### config.mk
export PLATFORM = sky130hd
export DESIGN_NAME = cpu_core
export DESIGN_NICKNAME = d
export VERILOG_FILES = /design/src/rtl/cpu_pkg.sv /design/src/rtl/cpu_alu.sv /design/src/rtl/cpu_decode.sv /design/src/rtl/cpu_branch.sv /design/src/rtl/cpu_core.sv
export SDC_FILE = /design/constraint.sdc
export NUM_CORES = 1
export LEC_CHECK = 0
export BUFFER_PORTS_ARGS = -buffer_cell sky130_fd_sc_hd__buf_2
export CORE_ASPECT_RATIO = 0.7
export CORE_MARGIN = 3
export CORE_UTILIZATION = 55
export CTS_CLUSTER_DIAMETER = 40
export DETAILED_ROUTE_END_ITERATION = 10
export GPL_TIMING_DRIVEN = 0
export PLACE_DENSITY = 0.79
export SETUP_SLACK_MARGIN = 0.5
export SLEW_MARGIN = 10
export SYNTH_ARGS = -nofsm -noshare
export SYNTH_HDL_FRONTEND = slang
export SYNTH_SLANG_ARGS = --single-unit
### constraint.sdc
create_clock -name clk -period 12.8 [get_ports clk]
set_input_delay 2.56 -clock clk [delete_from_list [all_inputs] [get_ports clk]]
set_output_delay 2.56 -clock clk [all_outputs]
set_load 0.02 [all_outputs]
### src/rtl/cpu_pkg.sv
package cpu_pkg;

    // Field positions of the compute word; the decoder relies on them.
    localparam int KIND_BIT  = 15;
    localparam int YSEL_BIT  = 12;
    localparam int OP_HI     = 11;
    localparam int OP_LO     = 6;
    localparam int DST_A_BIT = 5;
    localparam int DST_D_BIT = 4;
    localparam int DST_M_BIT = 3;
    localparam int JMP_NEG   = 2;
    localparam int JMP_ZERO  = 1;
    localparam int JMP_POS   = 0;

    // ALU control word, one bit per stage of the operand conditioning chain.
    typedef struct packed {
        logic zero_x;
        logic inv_x;
        logic zero_y;
        logic inv_y;
        logic use_add;
        logic inv_out;
    } alu_op_t;

    // Decoded fields of one instruction word.
    typedef struct packed {
        logic      is_imm;
        logic      y_from_mem;
        alu_op_t   op;
        logic      wr_a;
        logic      wr_d;
        logic      wr_mem;
        logic      on_neg;
        logic      on_zero;
        logic      on_pos;
    } ctrl_t;

endpackage

### src/rtl/cpu_alu.sv
module cpu_alu
    import cpu_pkg::*;
#(
    parameter int W = 16
) (
    input  logic [W-1:0] x_in,
    input  logic [W-1:0] y_in,
    input  alu_op_t      op,
    output logic [W-1:0] result,
    output logic         is_zero,
    output logic         is_neg
);

    logic [W-1:0] x_z, x_c, y_z, y_c, raw;

    always_comb begin
        x_z    = op.zero_x  ? '0    : x_in;
        x_c    = op.inv_x   ? ~x_z  : x_z;
        y_z    = op.zero_y  ? '0    : y_in;
        y_c    = op.inv_y   ? ~y_z  : y_z;
        raw    = op.use_add ? (x_c + y_c) : (x_c & y_c);
        result = op.inv_out ? ~raw  : raw;
    end

    assign is_zero = (result == '0);
    assign is_neg  = result[W-1];

endmodule

### src/rtl/cpu_decode.sv
module cpu_decode
    import cpu_pkg::*;
#(
    parameter int W = 16,
    localparam int IMM_W = W - 1
) (
    input  logic [W-1:0]     word,
    output ctrl_t            ctrl,
    output logic [IMM_W-1:0] imm_val
);

    always_comb begin
        ctrl            = '0;
        ctrl.is_imm     = ~word[KIND_BIT];
        ctrl.y_from_mem = word[YSEL_BIT];
        ctrl.op         = alu_op_t'(word[OP_HI:OP_LO]);
        // An immediate word carries no destination and no jump.
        if (word[KIND_BIT]) begin
            ctrl.wr_a    = word[DST_A_BIT];
            ctrl.wr_d    = word[DST_D_BIT];
            ctrl.wr_mem  = word[DST_M_BIT];
            ctrl.on_neg  = word[JMP_NEG];
            ctrl.on_zero = word[JMP_ZERO];
            ctrl.on_pos  = word[JMP_POS];
        end
    end

    assign imm_val = word[IMM_W-1:0];

endmodule

### src/rtl/cpu_branch.sv
module cpu_branch
    import cpu_pkg::*;
(
    input  ctrl_t ctrl,
    input  logic  is_zero,
    input  logic  is_neg,
    output logic  take
);

    logic is_pos;

    assign is_pos = ~is_zero & ~is_neg;
    assign take   = (ctrl.on_neg  & is_neg)
                  | (ctrl.on_zero & is_zero)
                  | (ctrl.on_pos  & is_pos);

endmodule

### src/rtl/cpu_core.sv
module cpu_core
    import cpu_pkg::*;
#(
    parameter int DATA_W = 16,
    localparam int ADDR_W = DATA_W - 1
) (
    input  logic              clk,
    input  logic              reset,
    input  logic [DATA_W-1:0] instruction,
    input  logic [DATA_W-1:0] inM,
    output logic [DATA_W-1:0] outM,
    output logic [ADDR_W-1:0] addressM,
    output logic              writeM,
    output logic [ADDR_W-1:0] pc
);

    typedef struct packed {
        logic [DATA_W-1:0] a;
        logic [DATA_W-1:0] d;
        logic [ADDR_W-1:0] pc;
    } core_state_t;

    core_state_t       st_d, st_q;
    ctrl_t             ctrl;
    logic [ADDR_W-1:0] imm_val;
    logic [DATA_W-1:0] y_opnd, alu_res;
    logic              alu_zero, alu_neg, take;

    cpu_decode #(.W(DATA_W)) u_dec (
        .word    (instruction),
        .ctrl    (ctrl),
        .imm_val (imm_val)
    );

    assign y_opnd = ctrl.y_from_mem ? inM : st_q.a;

    cpu_alu #(.W(DATA_W)) u_alu (
        .x_in    (st_q.d),
        .y_in    (y_opnd),
        .op      (ctrl.op),
        .result  (alu_res),
        .is_zero (alu_zero),
        .is_neg  (alu_neg)
    );

    cpu_branch u_br (
        .ctrl    (ctrl),
        .is_zero (alu_zero),
        .is_neg  (alu_neg),
        .take    (take)
    );

    always_comb begin
        st_d = st_q;
        if (reset) begin
            st_d = '0;
        end else begin
            if (ctrl.is_imm) begin
                st_d.a = {1'b0, imm_val};
            end else if (ctrl.wr_a) begin
                st_d.a = alu_res;
            end
            if (ctrl.wr_d) begin
                st_d.d = alu_res;
            end
            st_d.pc = take ? st_q.a[ADDR_W-1:0] : (st_q.pc + 1'b1);
        end
    end

    always_ff @(posedge clk) begin
        st_q <= st_d;
    end

    assign outM     = alu_res;
    assign addressM = st_q.a[ADDR_W-1:0];
    assign writeM   = ctrl.wr_mem & ~reset;
    assign pc       = st_q.pc;

endmodule

==> impl_results.md, run 1 <==
- TritonCTS clock tree: built
- Setup TNS Final: 0 ps
- Crit-path max cell delay: 680 ps
- Worst VDD drop: 0.0735 mV
- Worst setup path class: primary input to output port
- Final hold slack: 458 ps
- # diodes: 0
- Critical Path AT: 6930 ps
- Final Power: 610 uW
- Xor and xnor fraction of the mapped netlist area: 11.1%
- CTS resizes: 0
- Antenna violations before repair: 0
- Commonest cells after routing, fill and taps aside: buf_2, nor2_1, dfxtp_1
- Number of post-CTS setup repair buffers: 0
- First-iteration detailed-routing DRC count: 455
- DR vias: 4632
- Clk Latency, worst-skew pair: 290 ps
- Status: completed
- CP max stage cell: clkbuf_1
- Post-DP HPWL: 10.5 mm
- Die Wd: 114 um
- Area growth, synth to finish: 14.1%
- Clock Path Buffers: 2
- Leakage: 2.24 nW
- Vias per cell: 6.17
- Critical Path End Type: output port
- Buffers & Inverters on Critical Path: 5
- Inserted Clock Buffers: 5
- Largest family of logic cells by synthesized area: simple AND/OR/NAND/NOR gates
- Critical Path RT: 10240 ps
- Crit-path most repeated cell: clkbuf_1
- Final hold violation count: 0
- Pwr Density: 119 mW/mm^2
- Worst-path cell chain: clkbuf_1 -> clkbuf_1 -> mux2i_1 -> nor2_1 -> xor2_1 -> ha_1 -> clkbuf_1 -> a211oi_1 -> o21bai_1 -> mux2_1 -> o2111ai_1 -> nor2_1 -> xnor2_1 -> buf_4 -> buf_2
- Final Cycle Share: 74.1%
- Mapped Nets: 624
- Post-synth EDFFs: 0
- GP Congestion: 0.948
- WL final: 13.4 mm
- DR WL/cell: 17.9 um
- Total gr overflow: 0
- Fin. max-slew vios: 0
- Post-Place Setup Slack: 3450 ps
- Core area: 0.00761 mm^2
- Post-layout nets: 705
- CTS Sinks: 47
- Fmax: 105 MHz
- Residual DRC: 0
- Hold_buf cts: 0
- Top delay family on crit path: buffers and inverters
- Startpoint Class: primary input
- Yosys cell types: 63
- H-tree levels: 2
- Total of max-cap violations: 0
- Root buf cell: clkbuf_16
- Worst setup margin: 3310 ps
- CTS clk-pin slew, worst paths: 60 ps
- Skew final: 6.18 ps
- Final core utilization: 67.5%
- Post-Synthesis Cells: 572
- Post-synth ARST share: 0%
- Most common cell after layout, fill and taps aside: buf_2
- Synth Flop Type: dfxtp_1
- I/O pin count: 81
- Synth Area per Inst: 7.87 um^2
- Synth warn: 0
- Post-synthesis mux area share: 12.6%
- RSZ-0062 raised after global routing: no
- Finished Cell Area: 0.00514 mm^2
- GRT Overall Usage: 28.2%
- Global-route wire length before repair: 21.0 mm
- Mapped cell area: 0.00450 mm^2
- IO Port Bufs: 74
- Die Y: 81.7 um
- Non-Filler Instances: 751
- DR pass1 iterations: 6
- Post-DRT Antenna Nets: 0
- Layout fillers: 691
- Sequential area share after synthesis: 20.9%
- Seq cells post-synth: 47
- Final setup viols: 0
- Adder-cell area share of the yosys netlist: 5.17%
- Full die area: 0.00933 mm^2
- Placed Cells: 744
- Vias in the first global route: 4296
- Hold Path Class: flop to flop
- Rel. slew slack: 45.9%
- Largest net degree at the start of global routing: 14
- Post-synthesis simple-gate area fraction: 23.5%
- Placed inst area: 0.00500 mm^2
- Starting Density: 59.2%
- Complex-gate fraction of the synthesized area: 17.4%
- Row count: 26
- Worst slew pin tran: 812 ps
- Critical Path Fanout Max: 10
- Share of layout cells above drive strength 1: 20.2%
- Crit path time final: 9490 ps
-- final cells by class --
cell class | count | area (um^2) | share of cell area (%)
multi-input combinational | 447 | 3140 | 61.1
sequential | 47 | 941 | 18.3
buffer | 69 | 389 | 7.57
timing repair buffer | 74 | 370 | 7.21
clock buffer | 6 | 139 | 2.70
tap | 98 | 123 | 2.39
inverter | 9 | 33.8 | 0.657
clock inverter | 1 | 5.00 | 0.0974
-- synth_stat cells, drive strengths merged (3+ instances only) --
| master | instances | area (um^2) |
|---|---|---|
| nor3b | 7 | 52.6 |
| or4 | 3 | 22.5 |
| xor2 | 21 | 184 |
| inv | 9 | 33.8 |
| a21oi | 32 | 160 |
| a21o | 6 | 45.0 |
| o21a | 4 | 30.0 |
| nand3 | 19 | 95.1 |
| clkbuf | 31 | 116 |
| ha | 17 | 213 |
| nand2b | 22 | 138 |
| nor3 | 13 | 65.1 |
| nor2b | 21 | 131 |
| nor2 | 56 | 210 |
| o211ai | 7 | 52.6 |
| or3 | 7 | 43.8 |
| buf | 38 | 273 |
| and3 | 7 | 43.8 |
| mux2i | 34 | 340 |
| a211oi | 24 | 185 |
| o21ai | 12 | 60.1 |
| a31oi | 4 | 25.0 |
| dfxtp | 47 | 941 |
| xnor2 | 36 | 315 |
| nand2 | 41 | 154 |
| mux2 | 17 | 225 |
-- tightest hold or removal path: stages, from the launching register on --
cell and delay, ps:
dfxtp_1 310, nand2_1 50, a21oi_1 50
-- power breakdown --
part           total (mW)  switching, mW  internal, mW
clock network       0.131         0.0550        0.0763
registers           0.172         0.0124         0.160
logic               0.306          0.185         0.121
total               0.610          0.253         0.357
-- final timing paths --
check	start	endpoint	slack (ps)	depth (start not counted)
worst max-delay path	instruction[12]	outM[15]	3310	15
worst min-delay path	st_q[28]$_SDFFE_PP0P_	st_q[28]$_SDFFE_PP0P_	460	2
worst max register to register	addressM[1]$_SDFFE_PP0P_	pc[14]$_SDFF_PP0_	7580	14
worst min register to register	st_q[28]$_SDFFE_PP0P_	st_q[28]$_SDFFE_PP0P_	460	2
-- cell families after synthesis --
group / after synthesis
AO/OA/AOI/OAI: 112
XOR/XNOR: 57
adder cells (fa/ha/maj): 18
buffers and inverters: 78
flip-flops: 47
multiplexers: 51
AND/OR/NAND/NOR: 209
-- sequential cells by signal, summed over array words and instances (netlist names) --
register / flops
addressM: 15
st_q: 17
pc: 15
-- layer usage --
layer | share of wire [%] | GRT usage, % | wire length, um
met5 | 0 | 0 | 0
met4 | 2.0 | 7.71 | 266
met3 | 10 | 4.71 | 1400
met2 | 43 | 43.8 | 5750
met1 | 45 | 40.4 | 6030
Power figures use the tool's default switching activity.
==> run 2, diff against run 1 <==
- ABC_AREA: default -> 1
- CORE_UTILIZATION: 55 -> 52
- PLACE_DENSITY: 0.79 -> 0.78
- clock period: 12.8 -> 8.36 ns (I/O delays scaled with it)
==> run 2 against run 1 <==
Effect of this change: clock skew barely moved; critical path depth grew 3; wire length grew 7.4%; non-clock buffer count down 8; largest power group unchanged.
==> impl_results.md, run 2 <==
- Status: completed
- Post-layout nets: 927 (+31%)
- Commonest cells after routing, fill and taps aside: nand2_1, inv_1, buf_2
- Critical Path Fanout Max: 10 (unchanged)
- I/O pin count: 81 (unchanged)
- Yosys top cell by area: dfxtp_1
- Mapped cell area: 0.00468 mm^2 (+4.0%)
- Crit path depth: 18 (+3)
- Worst Reg2Reg Path Length in Cells: 21 (+7)
- Inserted Clock Buffers: 5 (unchanged)
- Most numerous cell in the Yosys netlist: nand2_1
- Vias per cell: 5.29 (-14%)
- Share of Yosys cell area claimed by the top area cell type: 20.1% (-0.81 points)
- Residual DRC: 0 (unchanged)
- RR Startpoint: addressM[0]$_SDFFE_PP0P_
- Mapped Nets: 844 (+35%)
- CP max stage cell: clkbuf_1
- Row count: 28 (+7.7%)
- Startpoint Class: primary input
- Leakage: 3.04 nW (+36%)
- Worst r2r dst: pc[8]$_SDFF_PP0_
- Layout fillers: 857 (+24%)
- Synth top cells by count: nand2_1, inv_1, nand3_1
- Placed Cells: 988 (+33%)
- Crit-path max cell delay: 610 ps (-70 ps)
- Post-Place Setup Slack: 1910 ps (-1540 ps)
- Post-DP HPWL: 11.9 mm (+13%)
- Yosys cell types: 38 (-40%)
- Finished Cell Area: 0.00539 mm^2 (+4.8%)
- CTS resizes: 0 (unchanged)
- Final hold slack: 511 ps (+52.9 ps)
- CTS clk-pin slew, worst paths: 60 ps (about the same)
- Rel. slew slack: 47.6% (+1.8 points)
- # diodes: 0 (unchanged)
- DR vias: 5272 (+14%)
- Largest net degree at the start of global routing: 15 (+1)
- Worst VDD drop: 0.104 mV (+42%)
- GRT Overall Usage: 28.4% (+0.17 points)
- Hold_buf cts: 0 (unchanged)
- Final Cycle Share: 78.6%
- Top delay family on crit path: buffers and inverters
- Post-Synthesis Cells: 792 (+38%)
- Critical Path RT: 6690 ps (-3550 ps)
- Final core utilization: 62.5% (-5.0 points)
- First-iteration detailed-routing DRC count: 535 (+18%)
- TritonCTS clock tree: built
- Non-Filler Instances: 996 (+33%)
- Placed inst area: 0.00522 mm^2 (+4.4%)
- Skew final: 5.98 ps (-0.200 ps)
- WL final: 14.4 mm (+7.4%)
- DR pass1 iterations: 5 (-1)
- CTS Sinks: 47 (unchanged)
- Largest register by flop count: st_q
- Number of post-CTS setup repair buffers: 0 (unchanged)
- Crit path launch: instruction[10]
- Die Y: 85.4 um (+4.5%)
- Most common cell after layout, fill and taps aside: nand2_1
- Antenna violations before repair: 0 (unchanged)
- Crit path time final: 6570 ps
- Area growth, synth to finish: 15.0%
- Worst-path cell chain: clkbuf_1 -> clkbuf_1 -> xor2_1 -> inv_1 -> ha_1 -> fa_1 -> nand2_1 -> nand2_1 -> nand3_1 -> nand2_2 -> nand2_1 -> nand2_1 -> nand2_1 -> nand3_1 -> nand3_1 -> nand2_1 -> inv_1 -> buf_2
- IO Port Bufs: 76 (+2.7%)
- Worst setup path class: primary input to output port
- Register-to-register setup slack: 4650 ps (-2930 ps)
- Setup TNS Final: 0 ps (unchanged)
- Share of layout cells above drive strength 1: 17.2% (-3.0 points)
- Total gr overflow: 0 (unchanged)
- Critical Path End Type: output port
- Post-synth EDFFs: 0 (unchanged)
- Die Wd: 119 um (+4.6%)
- Core area: 0.00862 mm^2 (+13%)
- Final Power: 962 uW (+58%)
- Sequential area share after synthesis: 20.1% (-0.81 points)
- Largest register FFs: 17 (unchanged)
- Total of max-cap violations: 0 (unchanged)
- Synth Flop Type: dfxtp_1
- Buffers & Inverters on Critical Path: 5 (unchanged)
- Synth warn: 0 (unchanged)
- Synth area leaders: dfxtp_1, nand2_1, inv_1, xor2_1, nand3_1
- Final setup viols: 0 (unchanged)
- Hold Path Class: flop to flop
- Final hold violation count: 0 (unchanged)
- Fin. max-slew vios: 0 (unchanged)
- Root buf cell: clkbuf_16
- Fmax: 152 MHz
- DR WL/cell: 14.5 um (-19%)
- Full die area: 0.0102 mm^2 (+9.4%)
- RSZ-0062 raised after global routing: no
- Worst setup margin: 1790 ps (-1520 ps)
- H-tree levels: 2 (unchanged)
- Pwr Density: 178 mW/mm^2 (+50%)
- Vias in the first global route: 4854 (+13%)
- Critical Path AT: 4900 ps (-2030 ps)
- Post-DRT Antenna Nets: 0 (unchanged)
- Clk Latency, worst-skew pair: 290 ps (about the same)
- Post-synth ARST share: 0% (unchanged)
- Seq cells post-synth: 47 (unchanged)
- GP Congestion: 0.954 (+0.61%)
- Worst slew pin tran: 786 ps (-26.5 ps)
- Starting Density: 54.4% (-4.8 points)
- Clock Path Buffers: 2 (unchanged)
- Global-route wire length before repair: 23.2 mm (+10%)
- Synth Area per Inst: 5.91 um^2 (-25%)
- Crit-path most repeated cell: nand2_1
- Critical Path Sink: outM[14]
-- run 2: cell types whose count changed after synthesis, sizes merged, moves of 21 or more --
cell    previous run  this run
nand3             19        64
nor2b             21         0
a211oi            24         1
nand2b            22         0
nand2             41       258
xnor2             36         4
xor2              21        44
mux2i             34         0
inv                9       138
-- run 2: cell type report --
type                       instances  area, um^2  share of cell area, %
clock buffer                       6         139                   2.58
multi-input combinational        547        2860                   53.0
buffer                            59         367                   6.80
sequential                        47         941                   17.5
inverter                         139         522                   9.68
clock inverter                     2        35.0                  0.650
timing repair buffer              76         380                   7.06
tap                              120         150                   2.79
-- run 2: tightest hold or removal path: cells and delay by family (launching register included) --
family	cells	cell delay, ps
flip-flops	1	330
AO/OA/AOI/OAI	1	100
buffers and inverters	1	50
-- run 2: worst min-delay path by stage --
| stage | from | to | cells past startpoint |
|---|---|---|---|
| global route | addressM[4]$_SDFFE_PP0P_ | addressM[4]$_SDFFE_PP0P_ | 2 |
| CTS | addressM[2]$_SDFFE_PP0P_ | addressM[2]$_SDFFE_PP0P_ | 2 |
| floorplan | st_q[20]$_SDFFE_PP0P_ | st_q[20]$_SDFFE_PP0P_ | 2 |
| detailed placement | st_q[15]$_SDFFE_PP0P_ | st_q[15]$_SDFFE_PP0P_ | 2 |
| global placement | st_q[25]$_SDFFE_PP0P_ | st_q[25]$_SDFFE_PP0P_ | 2 |
| finish | st_q[15]$_SDFFE_PP0P_ | st_q[15]$_SDFFE_PP0P_ | 2 |
-- run 2: cell families after synthesis --
logic type	count (synthesis)	synth area share, %
adder cells (fa/ha/maj)	18	4.97
AND/OR/NAND/NOR	399	37.0
XOR/XNOR	48	8.97
AO/OA/AOI/OAI	82	10.0
flip-flops	47	20.1
buffers and inverters	198	19.0
-- run 2: report_power, final --
part / internal (mW) / switching (mW) / total, mW
combinational: 0.163 / 0.297 / 0.460
sequential: 0.246 / 0.0184 / 0.264
clock: 0.149 / 0.0884 / 0.237
total: 0.558 / 0.404 / 0.962
-- run 2: routing by layer --
| layer | GRT usage, % | share of wire, % | up-vias | routed length (um) |
|---|---|---|---|---|
| met5 | 0 | 0 | - | 0 |
| met4 | 7.38 | 1.3 | 0 | 193 |
| met3 | 5.46 | 11 | 22 | 1540 |
| met2 | 42.3 | 41 | 278 | 5930 |
| met1 | 41.9 | 47 | 2379 | 6770 |
| li1 | - | - | 2593 | - |
